<file path="config.mk">
export PLATFORM = sky130hd
export DESIGN_NAME = bitplane_pwm_seq
export DESIGN_NICKNAME = d
export VERILOG_FILES = /design/src/rtl/bps_pkg.sv /design/src/rtl/bps_cfg.sv /design/src/rtl/bps_timer.sv /design/src/rtl/bps_plane.sv /design/src/rtl/bitplane_pwm_seq.sv
export SDC_FILE = /design/constraint.sdc
export NUM_CORES = 1
export LEC_CHECK = 0
export ABC_CLOCK_PERIOD_IN_PS = 18500
export BUFFER_PORTS_ARGS = -buffer_cell sky130_fd_sc_hd__buf_2
export CAP_MARGIN = 15
export CORE_MARGIN = 3
export CORE_UTILIZATION = 45
export CTS_BUF_LIST = sky130_fd_sc_hd__clkbuf_8
export CTS_CLUSTER_SIZE = 16
export DETAILED_ROUTE_END_ITERATION = 7
export PLACE_DENSITY = 0.7
export SLEW_MARGIN = 15
export SYNTH_ARGS = -nofsm -noshare
export SYNTH_HDL_FRONTEND = slang
export SYNTH_SLANG_ARGS = --single-unit
</file>
<file path="constraint.sdc">
create_clock -name clk -period 18.5 [get_ports clk]
set_clock_uncertainty 0.05 [all_clocks]
set_input_delay 0.925 -clock clk [delete_from_list [all_inputs] [get_ports clk]]
set_output_delay 0.925 -clock clk [all_outputs]
set_load 0.03 [all_outputs]
</file>
<file path="src/rtl/bps_pkg.sv">
package bps_pkg;
  localparam int unsigned DEPTH_W = 4;

  typedef enum logic [1:0] {
    MODE_IDLE = 2'd0,
    MODE_PRE  = 2'd1,
    MODE_RUN  = 2'd2
  } mode_t;

  function automatic logic [DEPTH_W-1:0] depth_of(input logic [1:0] code);
    case (code)
      2'd0:    depth_of = DEPTH_W'(8);
      2'd1:    depth_of = DEPTH_W'(9);
      default: depth_of = DEPTH_W'(10);
    endcase
  endfunction
endpackage

</file>
<file path="src/rtl/bps_cfg.sv">
module bps_cfg
  import bps_pkg::*;
#(
  parameter int unsigned SLOT_W = 16
) (
  input  logic              clk,
  input  logic              rst,
  input  logic              sync_i,
  input  logic [SLOT_W-1:0] slot_len_i,
  input  logic [1:0]        depth_code_i,
  output logic [DEPTH_W-1:0] depth_o,
  output logic [SLOT_W-1:0] len_o,
  output logic [SLOT_W-1:0] unit_o,
  output logic [SLOT_W-1:0] dark_o
);
  logic [DEPTH_W-1:0] d_n;
  logic [SLOT_W-1:0]  denom, eff, unit_n, prod;

  always_comb begin
    d_n    = depth_of(depth_code_i);
    denom  = (SLOT_W'(1) << d_n) - SLOT_W'(1);
    eff    = (slot_len_i < denom) ? denom : slot_len_i;
    unit_n = eff / denom;
    prod   = unit_n * denom;
  end

  always_ff @(posedge clk) begin
    if (rst) begin
      depth_o <= '0;
      len_o   <= '0;
      unit_o  <= '0;
      dark_o  <= '0;
    end else if (sync_i) begin
      depth_o <= d_n;
      len_o   <= eff;
      unit_o  <= unit_n;
      dark_o  <= prod;
    end
  end

  // configuration only moves on a sync edge
  p_cfg_hold_r9: assert property (@(posedge clk) disable iff (rst)
    !sync_i |=> ($stable(unit_o) && $stable(len_o) && $stable(depth_o)));
  // a latched unit is never zero
  p_unit_nonzero_r5: assert property (@(posedge clk) disable iff (rst)
    sync_i |=> (unit_o != '0 && dark_o <= len_o));
endmodule

</file>
<file path="src/rtl/bps_timer.sv">
module bps_timer
  import bps_pkg::*;
#(
  parameter int unsigned SLOT_W = 16
) (
  input  logic              clk,
  input  logic              rst,
  input  logic              sync_i,
  input  logic [SLOT_W-1:0] len_i,
  output mode_t             mode_o,
  output logic [1:0]        slot_o,
  output logic [SLOT_W-1:0] off_o,
  output logic              wrap_o
);
  assign wrap_o = (mode_o == MODE_RUN) && (off_o == len_i - SLOT_W'(1));

  always_ff @(posedge clk) begin
    if (rst) begin
      mode_o <= MODE_IDLE;
      slot_o <= 2'd0;
      off_o  <= '0;
    end else if (sync_i) begin
      mode_o <= MODE_PRE;
    end else begin
      case (mode_o)
        MODE_PRE: begin
          mode_o <= MODE_RUN;
          slot_o <= 2'd0;
          off_o  <= '0;
        end
        MODE_RUN: begin
          if (wrap_o) begin
            off_o  <= '0;
            slot_o <= (slot_o == 2'd2) ? 2'd0 : slot_o + 2'd1;
          end else begin
            off_o <= off_o + SLOT_W'(1);
          end
        end
        default: mode_o <= MODE_IDLE;
      endcase
    end
  end

  // only three colour slots exist
  p_slot_range_r3: assert property (@(posedge clk) disable iff (rst)
    slot_o != 2'd3);
  // the offset stays inside the slot
  p_off_in_slot_r3: assert property (@(posedge clk) disable iff (rst)
    (mode_o == MODE_RUN) |-> (off_o < len_i));
  // a slot end restarts the offset
  p_wrap_restart_r3: assert property (@(posedge clk) disable iff (rst)
    (wrap_o && !sync_i) |=> (off_o == '0));
endmodule

</file>
<file path="src/rtl/bps_plane.sv">
module bps_plane
  import bps_pkg::*;
#(
  parameter int unsigned SLOT_W = 16
) (
  input  logic               clk,
  input  logic               rst,
  input  mode_t              mode_i,
  input  logic               wrap_i,
  input  logic [SLOT_W-1:0]  off_i,
  input  logic [SLOT_W-1:0]  unit_i,
  input  logic [SLOT_W-1:0]  dark_i,
  input  logic [DEPTH_W-1:0] depth_i,
  output logic [DEPTH_W-1:0] bit_o,
  output logic               step_o
);
  logic [SLOT_W-1:0] ivl_end;
  logic [SLOT_W-1:0] next_len;

  assign next_len = unit_i << (bit_o + DEPTH_W'(1));
  assign step_o   = (mode_i == MODE_RUN) && !wrap_i &&
                    (off_i == ivl_end - SLOT_W'(1)) &&
                    (bit_o < depth_i - DEPTH_W'(1));

  always_ff @(posedge clk) begin
    if (rst) begin
      bit_o   <= '0;
      ivl_end <= '0;
    end else if (mode_i == MODE_PRE || wrap_i) begin
      bit_o   <= '0;
      ivl_end <= unit_i;
    end else if (step_o) begin
      bit_o   <= bit_o + DEPTH_W'(1);
      ivl_end <= ivl_end + next_len;
    end
  end

  // bit index never reaches the depth
  p_bit_below_depth_r4: assert property (@(posedge clk) disable iff (rst)
    (mode_i == MODE_RUN) |-> (bit_o < depth_i));
  // interval boundaries never pass the start of the dark tail
  p_ivl_in_slot_r5: assert property (@(posedge clk) disable iff (rst)
    (mode_i == MODE_RUN) |-> (ivl_end <= dark_i));
endmodule

</file>
<file path="src/rtl/bitplane_pwm_seq.sv">
module bitplane_pwm_seq
  import bps_pkg::*;
#(
  parameter int unsigned SLOT_W = 16
) (
  input  logic               clk,
  input  logic               rst,
  input  logic               frame_sync,
  input  logic [SLOT_W-1:0]  slot_len,
  input  logic [1:0]         depth_code,
  output logic [1:0]         color,
  output logic [DEPTH_W-1:0] bit_index,
  output logic               plane_load,
  output logic               illum_en
);
  logic [DEPTH_W-1:0] depth;
  logic [SLOT_W-1:0]  len, unit, dark, off;
  mode_t              mode;
  logic [1:0]         slot;
  logic               wrap, step;
  logic [DEPTH_W-1:0] bit_cur;

  bps_cfg #(.SLOT_W(SLOT_W)) u_cfg (
    .clk(clk), .rst(rst), .sync_i(frame_sync), .slot_len_i(slot_len),
    .depth_code_i(depth_code), .depth_o(depth), .len_o(len),
    .unit_o(unit), .dark_o(dark)
  );

  bps_timer #(.SLOT_W(SLOT_W)) u_timer (
    .clk(clk), .rst(rst), .sync_i(frame_sync), .len_i(len),
    .mode_o(mode), .slot_o(slot), .off_o(off), .wrap_o(wrap)
  );

  bps_plane #(.SLOT_W(SLOT_W)) u_plane (
    .clk(clk), .rst(rst), .mode_i(mode), .wrap_i(wrap), .off_i(off),
    .unit_i(unit), .dark_i(dark), .depth_i(depth),
    .bit_o(bit_cur), .step_o(step)
  );

  logic run, pre;
  assign run = (mode == MODE_RUN);
  assign pre = (mode == MODE_PRE);

  always_ff @(posedge clk) begin
    if (rst) begin
      color      <= 2'd0;
      bit_index  <= '0;
      plane_load <= 1'b0;
      illum_en   <= 1'b0;
    end else begin
      color      <= run ? slot : 2'd0;
      bit_index  <= run ? bit_cur : '0;
      plane_load <= pre || wrap || step;
      illum_en   <= run && (off < dark);
    end
  end

  // nothing happens before a sync
  p_idle_quiet_r1: assert property (@(posedge clk) disable iff (rst)
    (mode == MODE_IDLE) |=> (!plane_load && !illum_en && color == 2'd0));
  // preload cycle follows the sync
  p_preload_r2: assert property (@(posedge clk) disable iff (rst)
    pre |=> (plane_load && !illum_en && color == 2'd0 && bit_index == '0));
  // dark tail is unlit and holds the top bit
  p_dark_tail_r6: assert property (@(posedge clk) disable iff (rst)
    (run && off >= dark) |=> (!illum_en && bit_index == $past(depth) - DEPTH_W'(1)));
  // no strobe in the middle of a dark tail
  p_no_dark_load_r7: assert property (@(posedge clk) disable iff (rst)
    (run && off >= dark && !wrap) |=> !plane_load);
endmodule

</file>
==> summary.md <==
| Metric | Value |
|---|---|
| Die Area | about 30000 sq um |
| Num CTS Buffers | 9 |
| DRC Markers | 0 |
| Crit-path max cell delay | roughly 0.54 ns |
| Number of synthesized flops with an enable pin | 0 |
| Critical Path End | u_cfg.dark_o[14] |
| CP max FO | 8 |
| Fmax | approximately 56 MHz |
| Slew Limit Fails | 0 |
| DR WL/cell | 17.6 microns |
| Vias in the first global route | between 10k and 15k |
| Die Height | approximately 170 microns |
| Number of synthesized register bits | roughly 90 |
| # hold bufs at CTS | 0 |
| CP startpoint | slot_len[15] |
| Clock sinks | just over 90 |
| Initial DRC count | 820 |
| Setup-failing EPs final | 0 |
| Final ANT Viol Nets | 0 |
| Layout cells sized above 1 | 0.161 |
| I/O pins | 29 |
| Worst Path Required | 18.70 ns |
| Setup CP Type | in -> reg |
| DR vias | approximately 12k |
| Fin. Hold Viols | 0 |
| Final core occ | 0.525 |
| Setup_tns | 0 ns |
| Finished Layout Cells | ~2k |
| Max-slew headroom | 0.219 |
| Grt ovf | 0 |
| Sequential share of the synthesized area | 0.147 |
| Synthesized area | between 10000 and 15000 sq um |
| Measured slew at the worst slew-check pin | roughly 1.2 ns |
| Worst r2r src | u_plane.bit_o[0] |
| Synth unique cells | about 110 |
| Via density | roughly 5.9 |
| Post-Synthesis Cells | roughly 1.6k |
| RR Endpoint | u_plane.ivl_end[15] |
| Final min period | about 18 ns |
| Root Driver | clkbuf_8 |
| Post-synth ARST share | 0 |
| Initial antenna violation count | 0 |
| Crit. End Element | register |
| First-pass DRT Iterations | 7 |
| Chip Width | 172 microns |
| Clk slew on worst S/H paths | 0.09 ns |
| All-Layer GR Usage | 0.237 |
| Register Area | between 1500 and 2000 sq um |
| Port Buffers | 28 |
| HP Class | reg -> reg |
| First-pass GRT wire length | around 57 mm |
| Top FF cell, synth | dfxtp_1 |
| R2R depth | 21 |
| YS warnings | 0 |
| Most common cell after layout, fill and taps aside | nor2_1 |
| Worst path most repeated cell | ha_1 |
| Global placer's final weighted congestion | ~0.95 |
| Row cnt | 60 |
| Final worst path period share | 0.963 |
| Slack of the worst reg-to-reg path | 13.00 ns |
| Outcome | complete, no violations |
| Hpwl dp | roughly 28 mm |
| Clk_lat worst skew | around 0.38 ns |
| Fillers | between 2k and 3k |
| CTS tree | yes |
| Commonest non-fill, non-tap cells in the layout | 162 x nor2_1, 141 x inv_1, 122 x ha_1 |
| Slowest CP cell | fa_1 |
| Multi-input gate area | 10200 sq um |
| NumNets Final | 1885 |
| Avg Cell Area, Syn | between 7 and 8 sq um |
| Initial Util | 0.459 |
| Core region area | about 27000 sq um |
| H-tree levels | 3 |
| Largest net degree at the start of global routing | 70 |
| ANT cells | 0 |
| Crit path launch type | input port |
| Max Cap Violations | 0 |
| Clk buf depth | 2 |
| Data arrival, critical path | approximately 18 ns |
| Total wire length | roughly 36 mm |
| Dpl cells | 1968 |
| Synth-to-layout area growth | 14.3% |
area by class of cell:
type	count	share of cell area
multi-input cells	1299	0.723
flip-flops and latches	91	0.128
repair buffers	124	0.0617
inverters	151	0.0403
well taps	341	0.0301
clock buffers	11	0.0107
clock inverters	5	0.00600
metrics by stage:
| stage | cell area (sq um) | hold slack (ns) | worst slack, ns |
|---|---|---|---|
| after floorplan | 12700 | 0.394 | 0.0173 |
| after global placement | 13400 | 0.411 | 0.0981 |
| after detailed placement | 13400 | 0.416 | -0.461 |
| after CTS | 13600 | 0.427 | 0.0250 |
| after global routing | 14200 | 0.467 | -0.138 |
| final | 14200 | 0.430 | 0.687 |
critical path, delay by kind of cell:
kind            cells  cell delay (ns)
xor+xnor            4             0.49
compound gates     32             6.14
mux                 2             0.46
fa+ha+maj          15             5.19
buf+inv             8             0.70
simple gates       25             4.12
per-layer routing:
metal | vias to the layer above | global-route usage | part of all wire
li1 | 5707 | - | -
met1 | 5690 | 0.313 | 0.43
met2 | 375 | 0.407 | 0.49
met3 | 69 | 0.0265 | 0.055
met4 | 0 | 0.0739 | 0.027
met5 | - | 0 | 0
registers in the layout, indices dropped and copies added, names as in the netlist:
register,cells
u_cfg.depth_o,3
u_timer.off_o,16
u_cfg.len_o,16
u_timer.mode_o,2
bit_index,4
illum_en,1
u_plane.bit_o,4
u_cfg.dark_o,16
u_cfg.unit_o,8
color,2
u_plane.ivl_end,16
u_timer.slot_o,2
plane_load,1
synth_stat cells (all sizes together), types with 8 or more instances:
| cell | count | area, sq um |
|---|---|---|
| nand4 | 20 | 131 |
| and3 | 17 | 111 |
| nand3 | 52 | 260 |
| o211ai | 11 | 87.6 |
| clkbuf | 41 | 154 |
| inv | 151 | 569 |
| o21ai | 71 | 367 |
| o21bai | 22 | 169 |
| buf | 18 | 108 |
| mux2i | 34 | 340 |
| fa | 57 | 1140 |
| a22oi | 19 | 153 |
| o21a | 11 | 90.1 |
| dfxtp | 91 | 1820 |
| or3 | 16 | 100 |
| nor2 | 177 | 669 |
| and2 | 21 | 135 |
| a21oi | 102 | 537 |
| xor2 | 56 | 490 |
| a31oi | 16 | 100 |
| nor3 | 28 | 145 |
| a211oi | 28 | 225 |
| xnor2 | 87 | 807 |
| nand2 | 101 | 379 |
| nor4 | 14 | 103 |
| ha | 131 | 1640 |
| nor2b | 16 | 100 |
| or2 | 9 | 58.8 |
| and4 | 8 | 70.1 |
| nand2b | 18 | 113 |
| a21o | 23 | 173 |
worst min-delay path by stage:
stage | depth (start not counted) | end | start
final | 2 | u_timer.slot_o[1] | u_timer.slot_o[1]
after global routing | 2 | u_timer.slot_o[0] | u_timer.slot_o[0]
after CTS | 2 | u_timer.slot_o[1] | u_timer.slot_o[1]
after detailed placement | 2 | u_timer.slot_o[1] | u_timer.slot_o[1]
after global placement | 2 | u_timer.slot_o[0] | u_timer.slot_o[0]
after floorplan | 2 | u_timer.slot_o[1] | u_timer.slot_o[1]
kinds of logic after synthesis:
kind of cell,share of synthesized area
AND/OR/NAND/NOR,0.208
AO/OA/AOI/OAI,0.212
buffers and inverters,0.0670
adder cells (fa/ha/maj),0.226
XOR/XNOR,0.105
flip-flops,0.147
multiplexers,0.0347
other,0.000605
repair_timing:
| action | 4_1_cts | 5_1_grt |
|---|---|---|
| gates resized for setup | 1 | 71 |
| pin swaps | 1 | 42 |
| endpoints found under the setup margin | 2 | 9 |
| buffers inserted | 2 | 36 |
Power is left out: the tool's default activity adds up to more than one toggle a clock period on the data nets, which glitch-free logic cannot reach.
